## config.mk

```make
export PLATFORM = sky130hd
export DESIGN_NAME = lcd_top
export DESIGN_NICKNAME = d
export VERILOG_FILES = /design/src/rtl/lcd_pkg.sv /design/src/rtl/lcd_key_tracker.sv /design/src/rtl/lcd_reg_file.sv /design/src/rtl/lcd_port_decode.sv /design/src/rtl/lcd_top.sv
export SDC_FILE = /design/constraint.sdc
export NUM_CORES = 1
export LEC_CHECK = 0
export BUFFER_PORTS_ARGS = -buffer_cell sky130_fd_sc_hd__buf_2
export CAP_MARGIN = 0
export CELL_PAD_IN_SITES_DETAIL_PLACEMENT = 1
export CELL_PAD_IN_SITES_GLOBAL_PLACEMENT = 1
export CORE_UTILIZATION = 48
export DETAILED_ROUTE_END_ITERATION = 7
export PLACE_DENSITY = 0.79
export SLEW_MARGIN = 0
export SYNTH_ARGS = -nofsm -noshare
export SYNTH_HDL_FRONTEND = slang
export SYNTH_HIERARCHICAL = 1
export SYNTH_SLANG_ARGS = --single-unit
```

## constraint.sdc

```tcl
create_clock -name clk_i -period 2.9 [get_ports clk_i]
set_input_delay 0.435 -clock clk_i [delete_from_list [all_inputs] [get_ports clk_i]]
set_output_delay 0.435 -clock clk_i [all_outputs]
set_load 0.02 [all_outputs]
```

## src/rtl/lcd_pkg.sv

```systemverilog
package lcd_pkg;
  localparam int ADDR_W   = 16;
  localparam int DATA_W   = 8;
  localparam int NREG     = 16;
  localparam int IDX_W    = $clog2(NREG);
  localparam int KEY_LEN  = 2;
  localparam int IRQ_W    = 4;
  localparam int NSER     = 2;

  localparam logic [DATA_W-1:0] KEY_OPEN  = 8'h55;
  localparam logic [DATA_W-1:0] KEY_CLOSE = 8'hAA;
  localparam logic [ADDR_W-1:0] IDX_PORT  = 16'h03F0;
  localparam logic [ADDR_W-1:0] DAT_PORT  = 16'h03F1;

  typedef logic [ADDR_W-1:0] addr_t;
  typedef logic [DATA_W-1:0] byte_t;

  typedef struct packed {
    addr_t alt0;
    addr_t alt1;
  } alt_pair_t;

  function automatic byte_t reg_default(input int i);
    case (i)
      0:       return 8'h3B;
      1:       return 8'h9F;
      2:       return 8'hDC;
      3:       return 8'h78;
      6:       return 8'hFF;
      13:      return 8'h65;
      14:      return 8'h01;
      default: return 8'h00;
    endcase
  endfunction

  function automatic alt_pair_t alt_pair(input logic [1:0] sel);
    case (sel)
      2'd0:    return '{alt0: 16'h0338, alt1: 16'h0238};
      2'd1:    return '{alt0: 16'h03E8, alt1: 16'h02E8};
      2'd2:    return '{alt0: 16'h03E8, alt1: 16'h02E0};
      default: return '{alt0: 16'h0220, alt1: 16'h0228};
    endcase
  endfunction
endpackage

```

## src/rtl/lcd_key_tracker.sv

```systemverilog
module lcd_key_tracker
  import lcd_pkg::*;
(
  input  logic             clk_i,
  input  logic             rst_ni,
  input  logic             idx_wr_i,
  input  byte_t            wdata_i,
  output logic             cfg_o,
  output logic [IDX_W-1:0] idx_o
);
  byte_t            hist_q [KEY_LEN];
  logic [IDX_W-1:0] idx_q;
  logic             push;
  logic             match;

  always_comb begin
    match = 1'b1;
    for (int i = 0; i < KEY_LEN; i++) match = match & (hist_q[i] == KEY_OPEN);
  end

  assign push = idx_wr_i && (!match || wdata_i == KEY_CLOSE);

  always_ff @(posedge clk_i or negedge rst_ni) begin
    if (!rst_ni) begin
      for (int i = 0; i < KEY_LEN; i++) hist_q[i] <= '0;
      idx_q <= '0;
    end else if (push) begin
      for (int i = 0; i < KEY_LEN - 1; i++) hist_q[i] <= hist_q[i+1];
      hist_q[KEY_LEN-1] <= wdata_i;
    end else if (idx_wr_i) begin
      idx_q <= wdata_i[IDX_W-1:0];
    end
  end

  assign cfg_o = match;
  assign idx_o = idx_q;


  key_entry_chk: assert property (@(posedge clk_i) disable iff (!rst_ni)
    $rose(cfg_o) |-> $past(idx_wr_i && wdata_i == KEY_OPEN));


  key_close_chk: assert property (@(posedge clk_i) disable iff (!rst_ni)
    (cfg_o && idx_wr_i && wdata_i == KEY_CLOSE) |=> !cfg_o);


  idx_keep_cfg_chk: assert property (@(posedge clk_i) disable iff (!rst_ni)
    (cfg_o && idx_wr_i && wdata_i != KEY_CLOSE) |=> (cfg_o && idx_o == $past(wdata_i[IDX_W-1:0])));
endmodule

```

## src/rtl/lcd_reg_file.sv

```systemverilog
module lcd_reg_file
  import lcd_pkg::*;
(
  input  logic                   clk_i,
  input  logic                   rst_ni,
  input  logic                   we_i,
  input  logic [IDX_W-1:0]       idx_i,
  input  byte_t                  wdata_i,
  output logic [NREG-1:0][DATA_W-1:0] regs_o
);
  logic [NREG-1:0][DATA_W-1:0] regs_q;

  always_ff @(posedge clk_i or negedge rst_ni) begin
    if (!rst_ni) begin
      for (int i = 0; i < NREG; i++) regs_q[i] <= reg_default(i);
    end else if (we_i) begin
      regs_q[idx_i] <= wdata_i;
    end
  end

  assign regs_o = regs_q;


  reg_write_chk: assert property (@(posedge clk_i) disable iff (!rst_ni)
    we_i |=> regs_o[$past(idx_i)] == $past(wdata_i));
endmodule

```

## src/rtl/lcd_port_decode.sv

```systemverilog
module lcd_port_decode
  import lcd_pkg::*;
(
  input  logic [1:0]              alt_sel_i,
  input  logic [NSER-1:0]         ser_en_i,
  input  logic [NSER-1:0][1:0]    ser_sel_i,
  input  logic [1:0]              par_sel_i,
  output logic [NSER-1:0]         ser_en_o,
  output logic [NSER-1:0][ADDR_W-1:0] ser_base_o,
  output logic [NSER-1:0][IRQ_W-1:0]  ser_irq_o,
  output logic                    par_en_o,
  output addr_t                   par_base_o
);
  alt_pair_t pair;
  assign pair = alt_pair(alt_sel_i);

  for (genvar g = 0; g < NSER; g++) begin : g_ser
    localparam logic [IRQ_W-1:0] IRQ_LINE = (g == 0) ? IRQ_W'(4) : IRQ_W'(3);
    always_comb begin
      case (ser_sel_i[g])
        2'd0:    ser_base_o[g] = 16'h03F8;
        2'd1:    ser_base_o[g] = 16'h02F8;
        2'd2:    ser_base_o[g] = pair.alt0;
        default: ser_base_o[g] = pair.alt1;
      endcase
    end
    assign ser_en_o[g]  = ser_en_i[g];
    assign ser_irq_o[g] = IRQ_LINE;
  end

  always_comb begin
    case (par_sel_i)
      2'd1:    par_base_o = 16'h03BC;
      2'd2:    par_base_o = 16'h0378;
      2'd3:    par_base_o = 16'h0278;
      default: par_base_o = 16'h0000;
    endcase
  end
  assign par_en_o = par_sel_i != 2'd0;


  always_comb par_off_chk: assert (par_en_o || par_base_o == 16'h0000);
endmodule

```

## src/rtl/lcd_top.sv

```systemverilog
module lcd_top
  import lcd_pkg::*;
(
  input  logic        clk_i,
  input  logic        rst_ni,
  input  logic [15:0] addr_i,
  input  logic        wr_i,
  input  logic        rd_i,
  input  logic [7:0]  wdata_i,
  output logic [7:0]  rdata_o,
  output logic        cfg_mode_o,
  output logic        ser_a_en_o,
  output logic [15:0] ser_a_base_o,
  output logic [3:0]  ser_a_irq_o,
  output logic        ser_b_en_o,
  output logic [15:0] ser_b_base_o,
  output logic [3:0]  ser_b_irq_o,
  output logic        par_en_o,
  output logic [15:0] par_base_o,
  output logic        fdc_enh_o,
  output logic [1:0]  dens_force_o,
  output logic        drive_swap_o
);
  logic                        hit_idx, hit_dat, cfg;
  logic [IDX_W-1:0]            idx;
  logic [NREG-1:0][DATA_W-1:0] regs;
  logic [NSER-1:0]             ser_en_in, ser_en;
  logic [NSER-1:0][1:0]        ser_sel;
  logic [NSER-1:0][ADDR_W-1:0] ser_base;
  logic [NSER-1:0][IRQ_W-1:0]  ser_irq;

  assign hit_idx = addr_i == IDX_PORT;
  assign hit_dat = addr_i == DAT_PORT;

  lcd_key_tracker u_key (
    .clk_i    (clk_i),
    .rst_ni   (rst_ni),
    .idx_wr_i (wr_i && hit_idx),
    .wdata_i  (wdata_i),
    .cfg_o    (cfg),
    .idx_o    (idx)
  );

  lcd_reg_file u_regs (
    .clk_i   (clk_i),
    .rst_ni  (rst_ni),
    .we_i    (wr_i && hit_dat && cfg),
    .idx_i   (idx),
    .wdata_i (wdata_i),
    .regs_o  (regs)
  );

  assign ser_en_in  = {regs[2][6], regs[2][2]};
  assign ser_sel[0] = regs[2][1:0];
  assign ser_sel[1] = regs[2][5:4];

  lcd_port_decode u_dec (
    .alt_sel_i  (regs[1][6:5]),
    .ser_en_i   (ser_en_in),
    .ser_sel_i  (ser_sel),
    .par_sel_i  (regs[1][1:0]),
    .ser_en_o   (ser_en),
    .ser_base_o (ser_base),
    .ser_irq_o  (ser_irq),
    .par_en_o   (par_en_o),
    .par_base_o (par_base_o)
  );

  assign rdata_o      = (rd_i && hit_dat && cfg) ? regs[idx] : 8'hFF;
  assign cfg_mode_o   = cfg;
  assign ser_a_en_o   = ser_en[0];
  assign ser_a_base_o = ser_base[0];
  assign ser_a_irq_o  = ser_irq[0];
  assign ser_b_en_o   = ser_en[1];
  assign ser_b_base_o = ser_base[1];
  assign ser_b_irq_o  = ser_irq[1];
  assign fdc_enh_o    = regs[3][1];
  assign dens_force_o = regs[5][4:3];
  assign drive_swap_o = regs[5][5];


  locked_write_chk: assert property (@(posedge clk_i) disable iff (!rst_ni)
    (!cfg_mode_o && !(wr_i && hit_idx)) |=> ($stable(regs) && !cfg_mode_o));


  alias_chk: assert property (@(posedge clk_i) disable iff (!rst_ni)
    (!hit_idx && !hit_dat) |=> ($stable(regs) && $stable(cfg_mode_o)));
endmodule

```

# After elaboration in Yosys (flattened, before gate mapping)
# Cells that the tools add are included.
[word_totals] reg_bits=148 inputBits=28 output_inout_bits=72 word_cells=61
[op_classes] order_cmp=2 eq_ne=14 n_mux=10 n_bitwise=2 reduce_logical=14
[op_table] cell="bitwise mux 128 bit" count=1
[op_table] cell="one-hot mux 16 bit (3 select lines)" count=2
[op_table] cell="one-hot mux 25 bit (3 select lines)" count=1
[op_table] cell="binary-select mux 8 bit (select 4 bit)" count=1
[op_table] cell="demux 8 bit (select 4 bit)" count=1
[op_table] cell="equality test 16 x 10 -> 1 bit, second input constant" count=2
[op_table] cell="one-hot mux 10 bit (3 select lines)" count=1
[op_table] cell="two-way mux 8 bit" count=3
[op_table] cell="equality test 8 x 7 -> 1 bit, second input constant" count=2
[op_table] cell="equality test 2 bit, second input constant" count=5
[op_table] cell="equality test 2 x 1 -> 1 bit, second input constant" count=4
[op_table] cell="equality test 8 bit, second input constant" count=1
[op_table] cell="logical AND 1 bit" count=7
[op_table] cell="zero test 2 bit" count=3
[op_table] cell="< comparator 4 x 5 -> 1 bit, second input constant" count=1
[op_table] cell="greater-or-equal comparator 4 x 1 -> 1 bit, second input constant" count=1
[op_table] cell="AND reduction 2 bit" count=1
[op_table] cell="nonzero test 2 bit" count=1
[op_table] cell="bitwise AND 1 bit" count=1
[op_table] cell="zero test 1 bit" count=1
[op_table] cell="logical OR 1 bit" count=1
[op_table] cell="inverter 1 bit" count=1

# Longest topological paths before layout
# Gate-level depths: netlist of the first run.
[depth] word_depth=7 mapped_depth=9 mapped_depth_nobuf=8

# Cells and area by module
# Netlist of the first run, hierarchy kept.
[modules_own_cells] module="lcd_reg_file" instances=1 cells_each=293 area_each_um2=4885.9 seq_area_each_um2=3244.4
[modules_own_cells] module="lcd_top" instances=1 cells_each=106 area_each_um2=1154.9 seq_area_each_um2=0.0
[modules_own_cells] module="lcd_key_tracker" instances=1 cells_each=53 area_each_um2=889.6 seq_area_each_um2=500.5
[modules_own_cells] module="lcd_port_decode" instances=1 cells_each=73 area_each_um2=539.3 seq_area_each_um2=0.0

# Worst setup path before layout of the first run
# No wires, ideal clock.
[synth_timing] kind="reg-to-reg" from="reg u_key/hist_q[5] in the netlist's numbering" to="reg u_regs.regs_q (netlist bit u_regs/regs_o[24])" setup_ns=0.125 t_arrival_ns=2.275 t_required_ns=2.775 path_slack_ns=0.500 path_stages_with_launch=10 path_buffers=1 synth_period_minus_slack_ns=2.400 cell_sequence="dfrtp_1 and4bb_2 nand4_4 inv_1 nand2_1 nor2_1 nor3b_1 nor2b_1 buf_2 mux2_2"
[synth_between] elab_chain_cells=3
[synth_rtl] element="start, declared" line="lcd_key_tracker.sv:11" source="byte_t hist_q [KEY_LEN];"
[synth_rtl] element="start signal, assigned by index" line="lcd_key_tracker.sv:29" source="hist_q[KEY_LEN-1] <= wdata_i;"
[synth_rtl] element="equality test 8 x 7 -> 1 bit" line="lcd_key_tracker.sv:18" source="for (int i = 0; i < KEY_LEN; i++) match = match & (hist_q[i] == KEY_OPEN);"
[synth_rtl] element="bitwise AND 1 bit" line="lcd_key_tracker.sv:18"
[synth_rtl] element="net cfg_mode_o" line="lcd_top.sv:11" source="output logic cfg_mode_o,"
[synth_rtl] element="logical AND 1 bit" line="lcd_top.sv:47" source=".we_i (wr_i && hit_dat && cfg),"
[synth_rtl] element="end signal, assigned by index" line="lcd_reg_file.sv:17" source="regs_q[idx_i] <= wdata_i;"
[synth_rtl] element="end, declared" line="lcd_reg_file.sv:11" source="logic [NREG-1:0][DATA_W-1:0] regs_q;"
# The timed path passes the listed nets, and every way through them passes these cells.
# A chain may end at the register's enable or synchronous reset.

# Worst setup path after layout of the first run
[layout_timing] from="reg u_key.idx_q[0], in the netlist u_key/idx_o[0]" to="out rdata_o[0]"
[layout_between] elab_chain_cells=3
[layout_rtl] element="start, declared" line="lcd_key_tracker.sv:12" source="logic [IDX_W-1:0] idx_q;"
[layout_rtl] element="start signal, assigned" line="lcd_key_tracker.sv:31" source="idx_q <= wdata_i[IDX_W-1:0];"
[layout_rtl] element="binary-select mux 8 bit (select 4 bit)" line="lcd_top.sv:69" source="assign rdata_o = (rd_i && hit_dat && cfg) ? regs[idx] : 8'hFF;"
[layout_rtl] element="two-way mux 8 bit (implied by the code)" line="lcd_top.sv:69"
[layout_rtl] element="two-way mux 8 bit" line="lcd_top.sv:69"
[layout_rtl] element="end, declared" line="lcd_top.sv:10" source="output logic [7:0] rdata_o,"
# Every way passes these cells. The select of a mux whose other input is x is not followed.

==> flow_summary.toml, run 1 <==
[detailed_routing]
drc = 0
wirelength_mm = 19.1
viasPerCell = 5.72
drt_iter0_markers = 225
first_pass_iters = 4
routedWlPerCell_um = 23.7
via_count = 4611
ant_nets = 0

[cells_and_area]
diodes = 0
finalCoreUtilization_pct = 56.6
drive_gt1_share_pct = 56.8
mostFrequentLayoutCell = "mux2_2"
nets = 640
instances_no_fill = 806
areaGrowthSynthToFinish_pct = 15.2
fillers = 1498
final_cell_mix = "146 x mux2_2, 113 x dfrtp_1, 60 x buf_2"

[floorplan]
dieHeight_um = 127
initial_core_util_pct = 49.1
die_w_um = 127
core_um2 = 15200
dieArea_um2 = 16100
row_count = 45
io-pin-count = 100

[sta]
fin_ws_ps = 95.4
tightest_slew_ps = 849
period_share_pct = 96.7
setup_viol = 0
setup_tns_ps = 0
finalClockSkew_ps = 8.92
timing.fmax_mhz = 357
finalHoldViolCount = 0
slew_headroom_pct = 43.4
rsz0062_at_grt = "no"
min_period_ps = 2800
slew_viol_final = 0

[power_and_ir_drop]
peakVddDrop_uv = 420
leakage_nw = 4.08
power_density_nw_per_um2 = 519

[yosys]
yosys.area.top_type = "dfrtp_1"
synth_ff_type = "dfrtp_1"
yosys.area.top_type_share_pct = 38.5
synthDistinctLibCells = 40
synth.area.top_cells = "dfrtp_1 39%, mux2_2 22%, dfstp_2 12%"
synthArstFlopShare_pct = 100
ys_ff_latch = 148
syn_area_um2 = 7470
syn_inst = 525
ys_seq_area_share_pct = 50.1
syn_avg_cell_area_um2 = 14.2
synth_enable_flop_cells = 0
yosysWarningCount = 6

[worst_setup_path]
worstReg2RegStart = "u_key/hist_q[5]"
path_depth = 6
start_kind = "register"
crit_fanout = 15
r2r_end = "u_regs/regs_o[6]"
cp.required_ps = 2470
path_cells = "buf_12, mux4_1, mux2_2, nand2_1, nand3_1, buf_2"
critical_path_class = "reg -> out"
reg2reg_slack_ps = 150
cp_slowest_stage_delay_ps = 630
worst_r2r_path_depth = 9
startpoint = "u_key/idx_o[0]"
crit_path_end_kind = "primary output"
crit_buf_inv = 2
critical_path.top_delay_family = "multiplexers"
cp_slowest_cell = "mux4_1"
endpoint = "rdata_o[0]"
cp.arrival_ps = 2370

[placement]
port_buffers = 61
place_congestion = 0.795
dp.cells = 768
place_ws_ps = 37.3
dp_hpwl_mm = 12.4

[clock_tree]
tritoncts = "built"
numCtsBuffers = 17
cts.path.max_buffers = 2
htreeDepth = 4
cts_sinks = 148
cts.clk_slew.worst_paths_ps = 60
clockRootBuffer = "clkbuf_16"
insertion_delay_ps = 430
holdBufCountCts = 0

[global_routing]
grt_max_degree = 89
antenna_found_initial = 0
grtUsageTotal_pct = 25.8
grt_pass1_wl_mm = 30.2
grt_pass1_vias = 5150
grt_overflow = 0

[job]
maxCapViolations = 0

[status]
status = "finished, final reports clean"

[worst_hold_path]
hp-class = "in -> async"
## worst register-to-register path, stage by stage (launching register included)
cell and delay (ps):
dfrtp_1 400, and4bb_2 340, nand4_4 160, inv_1 150, nand2_1 70, nor2_1 300, nor3b_1 400, buf_4 190
nand2_1 250, mux2_2 380
## through the flow
| step | cell area [um^2] | total power, W | hold WS (ps) |
|---|---|---|---|
| final | 8610 | 0.00447 | 58.2 |
| after global routing | 8610 | 0.00460 | 119 |
| after CTS | 8530 | 0.00451 | 104 |
| after detailed placement | 7930 | 0.00226 | 489 |
| after global placement | 7930 | 0.00226 | 481 |
| after floorplan | 7600 | 0.00220 | 139 |
## logic make-up (layout without fill, tap and decap cells)
kind of cell,after synthesis,count (layout),share of synthesized area (%)
AOI/OAI and AO/OA,24,24,2.38
adders and majority gates,7,7,1.17
buffers and inverters,80,137,7.07
DFF,148,148,50.1
muxes,193,193,33.1
other,2,38,0.101
and+or+nand+nor,71,71,6.03
## synthesized netlist by cell type (4+ instances only)
library cell,count
mux2_2,146
dfrtp_1,115
buf_4,48
dfstp_2,33
mux4_2,17
mux2i_1,15
nand2_1,13
clkbuf_1,11
nand3_1,10
nor2_2,10
buf_2,8
inv_1,8
nand2b_1,8
o21ai_0,8
a221oi_1,7
ha_1,7
mux4_1,7
nor2_1,7
mux2_4,6
buf_6,5
a32o_1,4
and4bb_2,4
nand3b_1,4
## worst min path at each step
| stage | to | cells past startpoint | start |
|---|---|---|---|
| final | u_regs/regs_o[113] | 1 | rst_ni |
| after global routing | u_regs/regs_o[113] | 1 | rst_ni |
| after CTS | u_regs/regs_o[97] | 1 | rst_ni |
| after detailed placement | u_regs/regs_o[111] | 1 | u_regs/regs_o[111] |
| after global placement | u_regs/regs_o[86] | 1 | u_regs/regs_o[86] |
| after floorplan | u_key/hist_q[0] | 0 | rst_ni |
## sequential cells by signal, summed over array words and instances (netlist names)
name	cells
u_key/hist_q	16
u_key/idx_o	4
u_regs/regs_o	128
## final cells by class
class	instances	area (um^2)	area share [%]
tap	188	235	2.73
timing repair buffer	97	649	7.55
sequential	148	3750	43.6
multi-input combinational	333	3350	38.9
clock inverter	10	130	1.51
clock buffer	22	464	5.39
inverter	8	30.0	0.349
## metal layers
metal | wire length, um | GRT usage [%] | vias up
met4 | 363 | 10.2 | 0
met3 | 912 | 5.31 | 28
li1 | - | - | 1993
met5 | 0 | 0 | -
met2 | 9760 | 43.5 | 135
met1 | 8090 | 32.8 | 2455
## what timing repair did
item | 4_1_cts | 5_1_grt
resized for setup | 1 | 4
setup endpoints to repair | 7 | 3
setup buffers | 0 | 5
gates cloned | 0 | 1
## where the power goes
group	switching [W]	internal (W)
sequential	0.0000000317	0.00207
clock	0.000849	0.00139
combinational	0.000131	0.0000283
total	0.000980	0.00349
Power figures use the tool's default switching activity.
==> run 2, diff against run 1 <==
--- a/config.mk
+++ b/config.mk
@@ -7,11 +7,10 @@
 export LEC_CHECK = 0
 export BUFFER_PORTS_ARGS = -buffer_cell sky130_fd_sc_hd__buf_2
 export CAP_MARGIN = 0
-export CELL_PAD_IN_SITES_DETAIL_PLACEMENT = 1
-export CELL_PAD_IN_SITES_GLOBAL_PLACEMENT = 1
-export CORE_UTILIZATION = 48
+export CORE_UTILIZATION = 53
+export CTS_CLUSTER_DIAMETER = 40
 export DETAILED_ROUTE_END_ITERATION = 7
-export PLACE_DENSITY = 0.79
+export PLACE_DENSITY = 0.73
 export SLEW_MARGIN = 0
 export SYNTH_ARGS = -nofsm -noshare
 export SYNTH_HDL_FRONTEND = slang
==> flow_summary.toml, run 2 (same netlist as run 1, synthesis figures left out) <==
[cells_and_area]
mostFrequentLayoutCell = "mux2_2"
final_area_um2 = 8430
instances_no_fill = 788
fillers = 1044
drive_gt1_share_pct = 54.9
nets = 630
largest_reg_flops = 128
finalCoreUtilization_pct = 60.9
areaGrowthSynthToFinish_pct = 12.8
diodes = 0
final_cell_mix = "146 x mux2_2, 114 x dfrtp_1, 60 x buf_2"

[floorplan]
dieHeight_um = 121
die_w_um = 121
core_um2 = 13800
dieArea_um2 = 14600
initial_core_util_pct = 54.0
row_count = 43
io-pin-count = 100

[global_routing]
grtUsageTotal_pct = 24.2
grt_pass1_vias = 4776
grt_pass1_wl_mm = 25.8
grt_overflow = 0
antenna_found_initial = 0
grt_max_degree = 66

[clock_tree]
numCtsBuffers = 17
cts.path.max_buffers = 2
holdBufCountCts = 0
insertion_delay_ps = 430
htreeDepth = 4
clockRootBuffer = "clkbuf_16"
cts_sinks = 148
cts.clk_slew.worst_paths_ps = 60
tritoncts = "built"

[detailed_routing]
ant_nets = 0
first_pass_iters = 4
wirelength_mm = 16.2
via_count = 4536
drc = 0
routedWlPerCell_um = 20.6
drt_iter0_markers = 261
viasPerCell = 5.76

[worst_setup_path]
crit_fanout = 10
critical_path_class = "reg -> out"
cp.required_ps = 2470
start_kind = "register"
crit_path_end_kind = "primary output"
cp.arrival_ps = 2370

[placement]
place_congestion = 0.791
dpl_cell_area_um2 = 7880
dp_hpwl_mm = 10.8
dp.cells = 756
port_buffers = 61

[sta]
hold_slack_ps = -9.56
finalClockSkew_ps = 11.7
setup_viol = 0
rsz0062_at_grt = "no"
slew_viol_final = 0
timing.fmax_mhz = 357
tightest_slew_ps = 705
finalHoldViolCount = 6
min_period_ps = 2800
setup_tns_ps = 0
slew_headroom_pct = 53.0
period_share_pct = 96.7

[power_and_ir_drop]
power_density_nw_per_um2 = 505
peakVddDrop_uv = 353
leakage_nw = 4.00

[job]
maxCapViolations = 0

[status]
status = "complete, but fails checks"
violations = "hold timing"

[worst_hold_path]
hp-class = "in -> async"
==> run 2: cell types whose count changed in the layout (fill, tap and decap cells not counted), moves of 2 or more <==
| cell | previous run | this run |
|---|---|---|
| buf_4 | 31 | 23 |
| clkbuf_1 | 3 | 7 |
| bufinv_16 | 3 | 1 |
| clkinvlp_4 | 2 | 0 |
==> run 2: area by class of cell <==
class                      instances  area (um^2)  area share [%]
timing repair buffer              87          544            6.46
clock inverter                     5         50.0           0.594
tap                              180          225            2.67
inverter                           8         30.0           0.356
sequential                       148         3750            44.5
multi-input combinational        333         3340            39.6
clock buffer                      27          493            5.85
==> run 2: critical path, stage by stage, from the launching register on <==
cell      delay [ps]
dfrtp_2          500
buf_4            260
mux2i_1          110
a221oi_1         530
o21ai_0          220
nand3_1          150
buf_2            170
==> run 2: what timing repair did <==
| action | in CTS | in global routing |
|---|---|---|
| setup buffers | 0 | 0 |
| resized for setup | 0 | 1 |
| endpoints found under the setup margin | 0 | 1 |
==> run 2: where the power goes <==
group / leakage [nW] / total (W) / internal [W] / switching, W
registers: 1.95 / 0.00207 / 0.00207 / 0.0000000295
logic: 1.78 / 0.000151 / 0.0000256 / 0.000126
clock network: 0.269 / 0.00204 / 0.00124 / 0.000798
==> run 2: worst paths after layout <==
check | from | to | slack (ps) | cells after the start
worst min-delay path | rst_ni | u_regs/regs_o[41] | -10 | 1
max in group asynchronous | rst_ni | u_regs/regs_o[109] | 2090 | 2
worst max-delay path | u_key/idx_o[1] | rdata_o[6] | 100 | 6
worst max register to register | u_key/hist_q[1] | u_regs/regs_o[69] | 170 | 8
worst min register to register | u_regs/regs_o[74] | u_regs/regs_o[74] | 500 | 1
min in group clk_i | u_regs/regs_o[74] | u_regs/regs_o[74] | 500 | 1
==> run 2: per-layer routing <==
layer	share of wire, %	track usage, %	wire, um	vias to the layer above
met5	0	0	0	-
met2	49	38.6	8010	174
met3	6.3	5.75	1020	22
li1	-	-	-	1983
met4	1.6	8.95	265	0
met1	43	32.2	6940	2357
==> run 2: metrics by stage <==
step / hold WS [ps] / worst slack, ps / total power [W]
final: -9.56 / 95.6 / 0.00426
after global routing: 32.7 / 23.2 / 0.00439
after CTS: 21.3 / 125 / 0.00429
after detailed placement: 471 / -11.2 / 0.00226
after global placement: 466 / 65.5 / 0.00225
after floorplan: 139 / 500 / 0.00220
